**config.mk**
```make
export PLATFORM = sky130hd
export DESIGN_NAME = evsamp_selector
export DESIGN_NICKNAME = d
export VERILOG_FILES = /design/src/rtl/evsamp_pkg.sv /design/src/rtl/evsamp_type_filter.sv /design/src/rtl/evsamp_prescaler.sv /design/src/rtl/evsamp_gate.sv /design/src/rtl/evsamp_selector.sv
export SDC_FILE = /design/constraint.sdc
export NUM_CORES = 1
export LEC_CHECK = 0
export CORE_MARGIN = 8
export CORE_UTILIZATION = 50
export DETAILED_ROUTE_END_ITERATION = 7
export HOLD_SLACK_MARGIN = 0.08
export PLACE_DENSITY = 0.81
export SLEW_MARGIN = 25
export SYNTH_ARGS = -nofsm -noshare
export SYNTH_HDL_FRONTEND = slang
export SYNTH_HIERARCHICAL = 1
export SYNTH_SLANG_ARGS = --single-unit
```
**constraint.sdc**
```tcl
create_clock -name clk -period 6.3 [get_ports clk]
set_input_delay 1.26 -clock clk [delete_from_list [all_inputs] [get_ports clk]]
set_output_delay 1.26 -clock clk [all_outputs]
set_load 0.02 [all_outputs]
```
**src/rtl/evsamp_pkg.sv**
```systemverilog
package evsamp_pkg;

  typedef enum logic {
    SMP_RANDOM = 1'b0,
    SMP_FULL   = 1'b1
  } smp_mode_e;

  localparam int DEF_TYPE_W  = 8;
  localparam int DEF_PSC_W   = 16;
  localparam int DEF_N_LINKS = 4;

endpackage

```
**src/rtl/evsamp_type_filter.sv**
```systemverilog
module evsamp_type_filter #(
  parameter int TYPE_W = evsamp_pkg::DEF_TYPE_W
) (
  input  logic [TYPE_W-1:0] evt_type,
  input  logic [TYPE_W-1:0] type_mask,
  output logic              match
);

  function automatic logic has_overlap(input logic [TYPE_W-1:0] a,
                                       input logic [TYPE_W-1:0] b);
    logic hit;
    hit = 1'b0;
    for (int i = 0; i < TYPE_W; i++) begin
      hit = hit | (a[i] & b[i]);
    end
    return hit;
  endfunction

  assign match = has_overlap(evt_type, type_mask);

endmodule

```
**src/rtl/evsamp_prescaler.sv**
```systemverilog
module evsamp_prescaler #(
  parameter int PSC_W = evsamp_pkg::DEF_PSC_W
) (
  input  logic             clk,
  input  logic             rst_n,
  input  logic             step,
  input  logic [PSC_W-1:0] prescale,
  output logic             pick
);

  localparam logic [PSC_W:0] ONE_X = {{PSC_W{1'b0}}, 1'b1};

  logic [PSC_W-1:0] cnt_q;
  logic             due;

  // Due when the event being counted now reaches the period; 0 and 1 mean always.
  function automatic logic is_due(input logic [PSC_W-1:0] cnt,
                                  input logic [PSC_W-1:0] psc);
    logic [PSC_W:0] seen;
    seen = {1'b0, cnt} + ONE_X;
    if ({1'b0, psc} <= ONE_X) return 1'b1;
    return seen >= {1'b0, psc};
  endfunction

  assign due  = is_due(cnt_q, prescale);
  assign pick = step & due;

  always_ff @(posedge clk) begin
    if (!rst_n) begin
      cnt_q <= '0;
    end else if (step) begin
      if (due) cnt_q <= '0;
      else     cnt_q <= cnt_q + 1'b1;
    end
  end

  AST_PICK_NEEDS_STEP: assert property (@(posedge clk) disable iff (!rst_n)
    pick |-> step);

  AST_PICK_RESTARTS: assert property (@(posedge clk) disable iff (!rst_n)
    pick |=> (cnt_q == '0));

  AST_IDLE_HOLDS: assert property (@(posedge clk) disable iff (!rst_n)
    !step |=> $stable(cnt_q));

endmodule

```
**src/rtl/evsamp_gate.sv**
```systemverilog
module evsamp_gate #(
  parameter int N_LINKS = evsamp_pkg::DEF_N_LINKS
) (
  input  logic                    clk,
  input  logic                    rst_n,
  input  logic                    pick,
  input  evsamp_pkg::smp_mode_e   mode,
  input  logic [N_LINKS-1:0]      buf_free,
  output logic                    all_free,
  output logic                    any_free,
  output logic                    sample_go,
  output logic                    soft_lff
);

  import evsamp_pkg::*;

  logic take;

  // Reduce the per-link flags one link at a time.
  logic [N_LINKS:0] and_chain;
  logic [N_LINKS:0] or_chain;
  assign and_chain[0] = 1'b1;
  assign or_chain[0]  = 1'b0;
  for (genvar g = 0; g < N_LINKS; g++) begin : g_link
    assign and_chain[g+1] = and_chain[g] & buf_free[g];
    assign or_chain[g+1]  = or_chain[g]  | buf_free[g];
  end
  assign all_free = and_chain[N_LINKS];
  assign any_free = or_chain[N_LINKS];

  function automatic logic accept(input logic p, input smp_mode_e m,
                                  input logic room);
    return p & ((m == SMP_FULL) | room);
  endfunction

  assign take = accept(pick, mode, all_free);

  always_ff @(posedge clk) begin
    if (!rst_n) begin
      sample_go <= 1'b0;
      soft_lff  <= 1'b0;
    end else begin
      sample_go <= take;
      soft_lff  <= (mode == SMP_FULL) & ~any_free;
    end
  end

  AST_GO_FROM_PICK: assert property (@(posedge clk) disable iff (!rst_n)
    sample_go |-> $past(pick));

  AST_RANDOM_NEEDS_ROOM: assert property (@(posedge clk) disable iff (!rst_n)
    (pick && mode == SMP_RANDOM && !all_free) |=> !sample_go);

  AST_FULL_NO_SKIP: assert property (@(posedge clk) disable iff (!rst_n)
    (pick && mode == SMP_FULL) |=> sample_go);

  AST_LFF_ONLY_FULL: assert property (@(posedge clk) disable iff (!rst_n)
    (mode == SMP_RANDOM) |=> !soft_lff);

  AST_LFF_RELEASE: assert property (@(posedge clk) disable iff (!rst_n)
    (soft_lff && any_free) |=> !soft_lff);

endmodule

```
**src/rtl/evsamp_selector.sv**
```systemverilog
module evsamp_selector #(
  parameter int TYPE_W  = evsamp_pkg::DEF_TYPE_W,
  parameter int PSC_W   = evsamp_pkg::DEF_PSC_W,
  parameter int N_LINKS = evsamp_pkg::DEF_N_LINKS
) (
  input  logic               clk,
  input  logic               rst_n,
  input  logic               evt_valid,
  input  logic [TYPE_W-1:0]  evt_type,
  input  logic [N_LINKS-1:0] buf_free,
  input  logic               mode_full,
  input  logic [TYPE_W-1:0]  type_mask,
  input  logic [PSC_W-1:0]   prescale,
  output logic               sample_go,
  output logic               soft_lff
);

  import evsamp_pkg::*;

  logic      ev_match;
  logic      ev_step;
  logic      ev_pick;
  logic      links_all_free;
  logic      links_any_free;
  smp_mode_e mode;

  assign mode    = smp_mode_e'(mode_full);
  assign ev_step = evt_valid & ev_match;

  evsamp_type_filter #(.TYPE_W(TYPE_W)) u_filter (
    .evt_type  (evt_type),
    .type_mask (type_mask),
    .match     (ev_match)
  );

  evsamp_prescaler #(.PSC_W(PSC_W)) u_psc (
    .clk      (clk),
    .rst_n    (rst_n),
    .step     (ev_step),
    .prescale (prescale),
    .pick     (ev_pick)
  );

  evsamp_gate #(.N_LINKS(N_LINKS)) u_gate (
    .clk       (clk),
    .rst_n     (rst_n),
    .pick      (ev_pick),
    .mode      (mode),
    .buf_free  (buf_free),
    .all_free  (links_all_free),
    .any_free  (links_any_free),
    .sample_go (sample_go),
    .soft_lff  (soft_lff)
  );

  AST_GO_NEEDS_MATCH: assert property (@(posedge clk) disable iff (!rst_n)
    sample_go |-> $past(ev_match));

  AST_GO_NEEDS_EVENT: assert property (@(posedge clk) disable iff (!rst_n)
    sample_go |-> $past(evt_valid));

  AST_ZERO_MASK_QUIET: assert property (@(posedge clk) disable iff (!rst_n)
    (type_mask == '0) |=> !sample_go);

endmodule

```
Word level (Yosys, flattened, before mapping). Index checks and enable logic that the tools add are counted.

Add/sub/neg operators: 2. Multiply operators: 0. Divide/modulo/power cells: 0. $lt $le $gt $ge: 2. Equality and inequality tests: 0. Shift operators: 0. Muxes and demuxes: 4. Bitwise operators: 27. Reduce and logical (&&, ||, !) cells: 0.

Operators by type and width (count): $add A16 B1 Y17 const B (1); $ge A17 B16 Y1 (1); $add A16 B1 Y16 const B (1); $le A16 B1 Y1 const B (1); $mux W16 (1); $and A1 B1 Y1 (15); $or A1 B1 Y1 (11); $mux W1 (3); $not A1 Y1 (1).

Flip-flop bits (word level): 18. Latch bits: 0. Bits in writable memories: 0. Bits in read-only memories: 0. Output and inout bits: 2. Word-level logic and storage cells: 38. Memories kept: 0.

Depth between registers and ports, before layout. Gate-level depths: netlist of run 1.

Depth after elaboration: 11. Gate-level depth with buffers: 13. Depth with buffers taken out: 12.

Modules after synthesis. The synthesis of run 1 kept the hierarchy.

Modules (own cells, without submodules): evsamp_prescaler (times used 1, cells each 176, area an instance 1512.7 um2); evsamp_gate (times used 1, cells each 7, area an instance 81.3 um2); evsamp_type_filter (times used 1, cells each 5, area an instance 36.3 um2); evsamp_selector (times used 1, cells each 1, area an instance 6.3 um2).

Worst setup path before layout of run 1. OpenSTA, ideal clock, no wires.

Path kind: flip-flop to flip-flop. Start point: register u_psc.cnt_q[0]. End point: register u_psc.cnt_q[8]. Setup time: 67 ps. Data arrival time: 3026 ps. Required time: 6233 ps. Setup slack: 3207 ps. Stages on the path, launching flop included: 14. Path buffers: 1. Period minus slack after synthesis: 3093 ps. Cells stage by stage: dfxtp_1 ha_1 nand3_2 nor3_4 and4_1 xor2_1 ha_1 nand3_1 nor3_2 a2111oi_4 and3_4 buf_6 a21bo_1 a21oi_2.

Word-level cells in the longest chain between the ends: 4. Elaborated cells between the ends (all ways): 5. Those cells by class: add/sub: 2; order compare: 1; mux: 2.

RTL lines: start: declaration (RTL line evsamp_prescaler.sv:13) `logic [PSC_W-1:0] cnt_q;`; start signal: assignment (RTL line evsamp_prescaler.sv:33) `else cnt_q <= cnt_q + 1'b1;`; $add A16 B1 Y17 (RTL line evsamp_prescaler.sv:20) `seen = {1'b0, cnt} + ONE_X;`; $ge A17 B16 Y1 (RTL line evsamp_prescaler.sv:22) `return seen >= {1'b0, psc};`; $mux W1 (RTL line evsamp_prescaler.sv:22); $mux W16 * (RTL line evsamp_prescaler.sv:32) `if (due) cnt_q <= '0;`.

Every way passes the cells marked *; elsewhere a longest branch is shown, timed or not. A chain may end at the register's enable or synchronous reset.

Worst setup path after layout of run 1. Same ends and word-level chain as after synthesis.

==> summary.md, run 1 <==
| Metric | Value |
|---|---|
| Status | completed |
| Placed cell count | around 270 |
| CTS Buf Count | 3 |
| GR peak layer | met2 |
| Max cap viols | 0 |
| DRC | 0 |
| Critical path capture point | u_psc/cnt_q[8] |
| CP Capture Type | flip-flop |
| Congestion Overflow GR | 0 |
| Most common cell after layout, fill and taps aside | clkdlybuf4s50_1 |
| PwrDens | approximately 120 nW/µm² |
| R2R Setup Slk | between 2 and 3 ns |
| Crit Path Max Fanout | 11 |
| WL final | between 4 and 5 mm |
| Yosys warns | 6 |
| RSZ-0062 raised after global routing | false |
| Kind of critical path | reg -> reg |
| Via Count | 1539 |
| Final ANT Viol Nets | 0 |
| Most Frequent Cell on Critical Path | ha_1 |
| Starting density of the core | 53.17% |
| Total GRT Usage | between 15 and 20% |
| Leak | around 0.9 nW |
| Worst path top cell family by delay | simple AND/OR/NAND/NOR gates |
| Fmax | 0.2886 GHz |
| Worst r2r path cells | 12 |
| CTS HTree Levels | 1 |
| Async S/R FF share, synth | 0% |
| Layout cells sized above 1 | between 10% and 20% |
| Total negative slack | 0 ns |
| Area delta synth->final | 29.74% |
| Clock power share | between 20% and 30% |
| VDD IR-drop max | roughly 0.14 mV |
| Core footprint | slightly above 3000 µm² |
| Worst Setup SP | u_psc/cnt_q[0] |
| CTS Hold Bufs | 0 |
| Instance count on the critical path | 12 |
| CP max stage cell | nor3_4 |
| Vias in the first global route | around 1500 |
| Met2 Resource Use GR | ~28% |
| Die area | ~5400 µm² |
| Final net count | a little under 300 |
| Die height | 73.21 µm |
| Synthesized net count | around 250 |
| Post-Route Utilization | about 69% |
| CP arrival | about 3.7 ns |
| Worst R2R End | u_psc/cnt_q[8] |
| HP Class | reg -> reg |
| Measured slew at the worst slew-check pin | approximately 0.6 ns |
| Gate power share | around a quarter |
| Met1 GRT Util | between 10% and 20% |
| Max clock buf depth | 2 |
| IO Count | 42 |
| Min cycle time layout | about 3.5 ns |
| Yosys reg bits | 18 |
| Routed len/inst | about 15 µm |
| Endpoints failing setup | 0 |
| Skew-Pair Late Insertion Delay | about 0.30 ns |
| CP Data Required Time | roughly 6.5 ns |
| CTS clk-pin slew, worst paths | roughly 0.11 ns |
| Fill count | 261 |
| DR vias/cell | 5.576 |
| Switch share | around a quarter |
| Largest net degree at the start of global routing | 14 |
| CTS root buf | clkbuf_4 |
| Main flop type after synthesis | dfxtp_1 |
| Crit-path cells | ha_1 -> nand3_2 -> nor3_4 -> and4_1 -> xor2_1 -> ha_1 -> nand3_1 -> nor3_2 -> a2111oi_4 -> and3_4 -> a21bo_1 -> a21oi_2 |
| Chip Width | approximately 73 µm |
| Relative max-transition margin | between 50% and 60% |
| Sequential-to-total area share from yosys stat | 22.02% |
| Most frequent cells in the layout | clkdlybuf4s50_1, inv_1, dfxtp_1 |
| Net Sw Power | 0.00006369 W |
| Worst Skew | between 0.005 and 0.006 ns |
| Synthesized instance count | ~190 |
| Int Power | around 0.00018 W |
| Final Power | between 0.0002 and 0.00025 W |
| Final count of hold timing violations | 0 |
| Fin Hold WS | between 0.5 and 0.6 ns |
| Post-CTS Repair Setup Buffers | 0 |
| Sequential Power Share | a little under half |
| Fraction of the cycle the final worst path needs | a little under three fifths |
| Fin. max-slew vios | 0 |
| # resized after CTS | 0 |
| DP Wirelength | between 3 and 4 mm |
| Clock sinks | 18 |
| Syn avg cell area | just under 9 µm² |
| Netlist Area Pre-Place | ~1600 µm² |
| Launching point of the worst reg2reg path | u_psc/cnt_q[0] |
| # diodes | 0 |
| Initial antenna violation count | 0 |
| # port buffers | 41 |
| M3 GR Usage | between 3 and 4% |
| Library cells used by synthesis | between 40 and 50 |
| Crit path buf inv count | 0 |
| CTS tree | built |
| Critical path startpoint category | flip-flop |
| 1st-iter DRT viols | 65 |
| Critical Path Max Stage Delay | 0.45 ns |
| First-pass GRT wire length | ~6.6 mm |
| Post-synth EDFFs | 0 |
| Core Rows | 20 |
| Non-Filler Instances | approximately 280 |
| Router iterations before antenna repair | 4 |
| GP Congestion | around 0.85 |
[worst min-delay path, delay by kind of cell, from the launching register on]
kind / cells / cell delay [ns]
AOI/OAI and AO/OA: 1 / 0.06
DFF: 1 / 0.35
and+or+nand+nor: 1 / 0.07
[sequential cells by signal (all words and copies together) (netlist names)]
signal and count:
u_gate/soft_lff 1, u_gate/sample_go 1, u_psc/cnt_q 16
[stage by stage]
stage,setup WS [ns],area (µm²)
floorplan,3.207,1637
global placement,2.743,2087
detailed placement,2.746,2087
CTS,2.827,2123
global route,2.624,2123
finish,2.835,2123
[metal layers]
metal | share of wire (%) | up-vias
met5 | 0 | -
met1 | 45 | 737
met3 | 2.1 | 0
met2 | 53 | 18
met4 | 0 | 0
li1 | - | 784
[power by group through the flow]
stage	clock (W)	combinational, W	sequential [W]
4_1_cts	0.0000735	0.0000596	0.000116
6_report	0.0000716	0.0000596	0.000116
5_1_grt	0.0000793	0.0000656	0.000117
2_1_floorplan	0	0.0000265	0.000119
3_3_place_gp	0	0.0000586	0.000119
3_5_place_dp	0	0.0000593	0.000119
[Yosys cell counts, types with 3 or more instances]
library cell	count	area share (%)
a21oi_1	9	2.8
a22o_1	10	5.4
a22oi_1	4	1.8
a32o_1	3	1.8
and4_1	3	1.6
dfxtp_1	18	22
ha_1	17	13
inv_1	20	4.6
nand2_1	16	3.7
nand3_1	9	2.8
nand4_1	3	1.1
nor2_1	12	2.8
nor2b_1	3	1.1
nor4_1	3	1.1
o21ai_0	8	2.4
xnor2_1	8	4.3
xor2_1	5	2.7
[logic make-up (layout without fill, tap and decap cells)]
kind of cell / count (synthesis) / after routing / synth area share, %
XOR/XNOR: 14 / 14 / 7.951
adder cells (fa/ha/maj): 17 / 17 / 13.00
flip-flops: 18 / 18 / 22.02
AO/OA/AOI/OAI: 47 / 47 / 24.46
buffers and inverters: 22 / 65 / 5.504
AND/OR/NAND/NOR: 71 / 71 / 27.07
[area by class of cell]
class | count | area [µm²] | area share, %
tap | 44 | 55.05 | 2.593
sequential | 18 | 360.3 | 16.97
clock buffer | 4 | 36.28 | 1.709
multi-input combinational | 149 | 1186 | 55.86
timing repair buffer | 41 | 410.4 | 19.33
inverter | 20 | 75.07 | 3.536
[worst min path at each step]
| stage | cells past startpoint | end | from |
|---|---|---|---|
| floorplan | 2 | u_psc/cnt_q[1] | u_psc/cnt_q[1] |
| global placement | 2 | u_psc/cnt_q[1] | u_psc/cnt_q[1] |
| detailed placement | 2 | u_psc/cnt_q[1] | u_psc/cnt_q[1] |
| CTS | 2 | u_psc/cnt_q[1] | u_psc/cnt_q[1] |
| global route | 2 | u_psc/cnt_q[1] | u_psc/cnt_q[1] |
| finish | 2 | u_psc/cnt_q[1] | u_psc/cnt_q[1] |
(Power assumes the default switching activity.)
==> run 2: changes to the inputs <==
--- a/config.mk
+++ b/config.mk
@@ -6,10 +6,10 @@
 export NUM_CORES = 1
 export LEC_CHECK = 0
 export CORE_MARGIN = 8
-export CORE_UTILIZATION = 50
+export CORE_UTILIZATION = 49
 export DETAILED_ROUTE_END_ITERATION = 7
 export HOLD_SLACK_MARGIN = 0.08
-export PLACE_DENSITY = 0.81
+export PLACE_DENSITY = 0.8
 export SLEW_MARGIN = 25
 export SYNTH_ARGS = -nofsm -noshare
 export SYNTH_HDL_FRONTEND = slang
==> constraint.sdc (replaced) <==
create_clock -name clk -period 3.5 [get_ports clk]
set_input_delay 0.7 -clock clk [delete_from_list [all_inputs] [get_ports clk]]
set_output_delay 0.7 -clock clk [all_outputs]
set_load 0.02 [all_outputs]
==> summary.md, run 2 (synthesized netlist as in run 1, its figures left out) <==
| Metric | Value |
|---|---|
| Routed len/inst | 14.41 µm (-2.9%) |
| Final net count | 291 (+0.34%) |
| CTS root buf | clkbuf_4 |
| Starting density of the core | 49.83% (-3.3 points) |
| Launching point of the worst reg2reg path | u_psc/cnt_q[0] |
| IO Count | 42 (unchanged) |
| VDD IR-drop max | 0.1903 mV (+36%) |
| Initial antenna violation count | 0 (unchanged) |
| CP Data Required Time | 3.74 ns (-2.79 ns) |
| Worst Hold Depth | 2 (unchanged) |
| Endpoint, Worst Hold | u_psc/cnt_q[1] |
| Most frequent cells in the layout | clkdlybuf4s50_1, inv_1, dfxtp_1 |
| CP Capture Type | flip-flop |
| Measured slew at the worst slew-check pin | 0.5488 ns (-0.05506 ns) |
| Final ANT Viol Nets | 0 (unchanged) |
| DRC | 0 (unchanged) |
| CP arrival | 3.48 ns (-0.22 ns) |
| 1st-iter DRT viols | 106 (+63%) |
| PwrDens | 210.9 nW/µm² (+81%) |
| CTS clk-pin slew, worst paths | 0.11 ns (about the same) |
| Reg area | 360.3 µm² (unchanged) |
| WL final | 4.020 mm (-1.8%) |
| CTS Buf Count | 3 (unchanged) |
| Largest reg by FF count | u_psc/cnt_q |
| CTS tree | built |
| GP Congestion | 0.8119 (-5.0%) |
| CTS Hold Bufs | 0 (unchanged) |
| Placed cell count | 275 (+1.1%) |
| HP Class | reg -> reg |
| Fill count | 298 (+14%) |
| Vias in the first global route | 1472 (-0.94%) |
| Final instance area | 2133 µm² (+0.47%) |
| Via Count | 1516 (-1.5%) |
| Area delta synth->final | 30.35% |
| Fmax | 0.3093 GHz (+7.2%) |
| Congestion Overflow GR | 0 (unchanged) |
| Total GRT Usage | 15.57% (-0.023 points) |
| Relative max-transition margin | 63.24% (+3.7 points) |
| Fraction of the cycle the final worst path needs | 92.38% (+37 points) |
| Most common cell after layout, fill and taps aside | clkdlybuf4s50_1 |
| Final count of hold timing violations | 0 (unchanged) |
| Die area | 5445 µm² (+1.6%) |
| Area occupied by multi-input gates | 1186 µm² (unchanged) |
| Min cycle time layout | 3.233 ns (-0.2317 ns) |
| Worst r2r path cells | 12 (unchanged) |
| DR vias/cell | 5.434 (-2.6%) |
| Max cap viols | 0 (unchanged) |
| Max clock buf depth | 2 (unchanged) |
| HP Start | u_psc/cnt_q[1] |
| Top Registers | u_psc/cnt_q: 16 flops, u_gate/sample_go: 1 flops, u_gate/soft_lff: 1 flops |
| Status | completed |
| R2R Setup Slk | 0.27 ns (-2.57 ns) |
| DP Wirelength | 3.336 mm (-1.9%) |
| # resized after CTS | 0 (unchanged) |
| Die height | 73.79 µm (+0.79%) |
| RSZ-0062 raised after global routing | false |
| Fin. max-slew vios | 0 (unchanged) |
| Clock sinks | 18 (unchanged) |
| Worst R2R End | u_psc/cnt_q[8] |
| # diodes | 0 (unchanged) |
| # port buffers | 41 (unchanged) |
| Endpoints failing setup | 0 (unchanged) |
| Skew-Pair Late Insertion Delay | 0.31 ns (about the same) |
| Router iterations before antenna repair | 4 (unchanged) |
| Non-Filler Instances | 279 (+1.1%) |
| Post-Route Utilization | 64.95% (-4.0 points) |
| Core footprint | 3284 µm² (+6.7%) |
| CTS HTree Levels | 1 (unchanged) |
| Chip Width | 73.79 µm (+0.79%) |
| DP Area | 2097 µm² (+0.48%) |
| Layout cells sized above 1 | 11.59% (+0.38 points) |
| Final Power | 0.0004498 W (+82%) |
| Crit Path Max Fanout | 11 (unchanged) |
| Core Rows | 21 (+5.0%) |
| Kind of critical path | reg -> reg |
| Leak | 0.9257 nW (+0.59%) |
| Critical path startpoint category | flip-flop |
| Largest net degree at the start of global routing | 14 (unchanged) |
| Post-CTS Repair Setup Buffers | 0 (unchanged) |
| Max FFs per register | 16 (unchanged) |
| Worst Skew | 0.01053 ns (+0.005318 ns) |
| First-pass GRT wire length | 6.672 mm (+0.53%) |
| Total negative slack | 0 ns (unchanged) |
run 2: changes by cell type in the layout (fill, tap and decap cells not counted):
cell and delta:
buf_4 +1
run 2: how the worst max path moves through the flow:
stage,from,endpoint,depth (start not counted)
4_1_cts,u_psc/cnt_q[0],u_psc/cnt_q[8],12
5_1_grt,u_psc/cnt_q[0],u_psc/cnt_q[2],12
2_1_floorplan,u_psc/cnt_q[0],u_psc/cnt_q[8],13
3_3_place_gp,u_psc/cnt_q[0],u_psc/cnt_q[8],12
6_report,u_psc/cnt_q[0],u_psc/cnt_q[8],12
3_5_place_dp,u_psc/cnt_q[0],u_psc/cnt_q[8],12
run 2: final cells by class:
type	count	share of cell area, %
clock buffers	4	1.701
inverters	20	3.519
multi-input cells	149	55.60
flip-flops and latches	18	16.89
well taps	46	2.698
repair buffers	42	19.59
run 2: routing by layer:
metal  share of wire [%]  track usage, %
met5                   0               0
met4                 2.7           7.761
met3                 2.8           3.001
met2                  49           25.10
met1                  45           19.08
run 2: worst max-delay path, stage by stage (launching register included):
cell       delay [ns]
dfxtp_1          0.42
ha_1             0.26
nand3_2          0.16
nor3_4           0.30
and4_1           0.27
xor2_1           0.17
ha_1             0.26
nand3_1          0.13
nor3_2           0.08
a2111oi_4        0.43
and3_4           0.33
a21bo_1          0.23
a21oi_2          0.12
run 2: through the flow:
| stage | hold slack [ns] | setup WS (ns) |
|---|---|---|
| floorplan | 0.4717 | 0.4071 |
| global placement | 0.4988 | 0.4007 |
| detailed placement | 0.5119 | 0.3119 |
| CTS | 0.5274 | 0.2808 |
| global route | 0.5545 | 0.03934 |
| finish | 0.5437 | 0.2667 |
run 2: where the power goes:
part | internal (W) | switching (W) | total (W) | leakage (nW)
Sequential | 0.000207 | 0.00000269 | 0.000210 | 0.145
Combinational | 0.0000607 | 0.0000467 | 0.000107 | 0.759
Clock | 0.0000636 | 0.0000693 | 0.000133 | 0.0210
Total | 0.000331 | 0.000119 | 0.000450 | 0.926
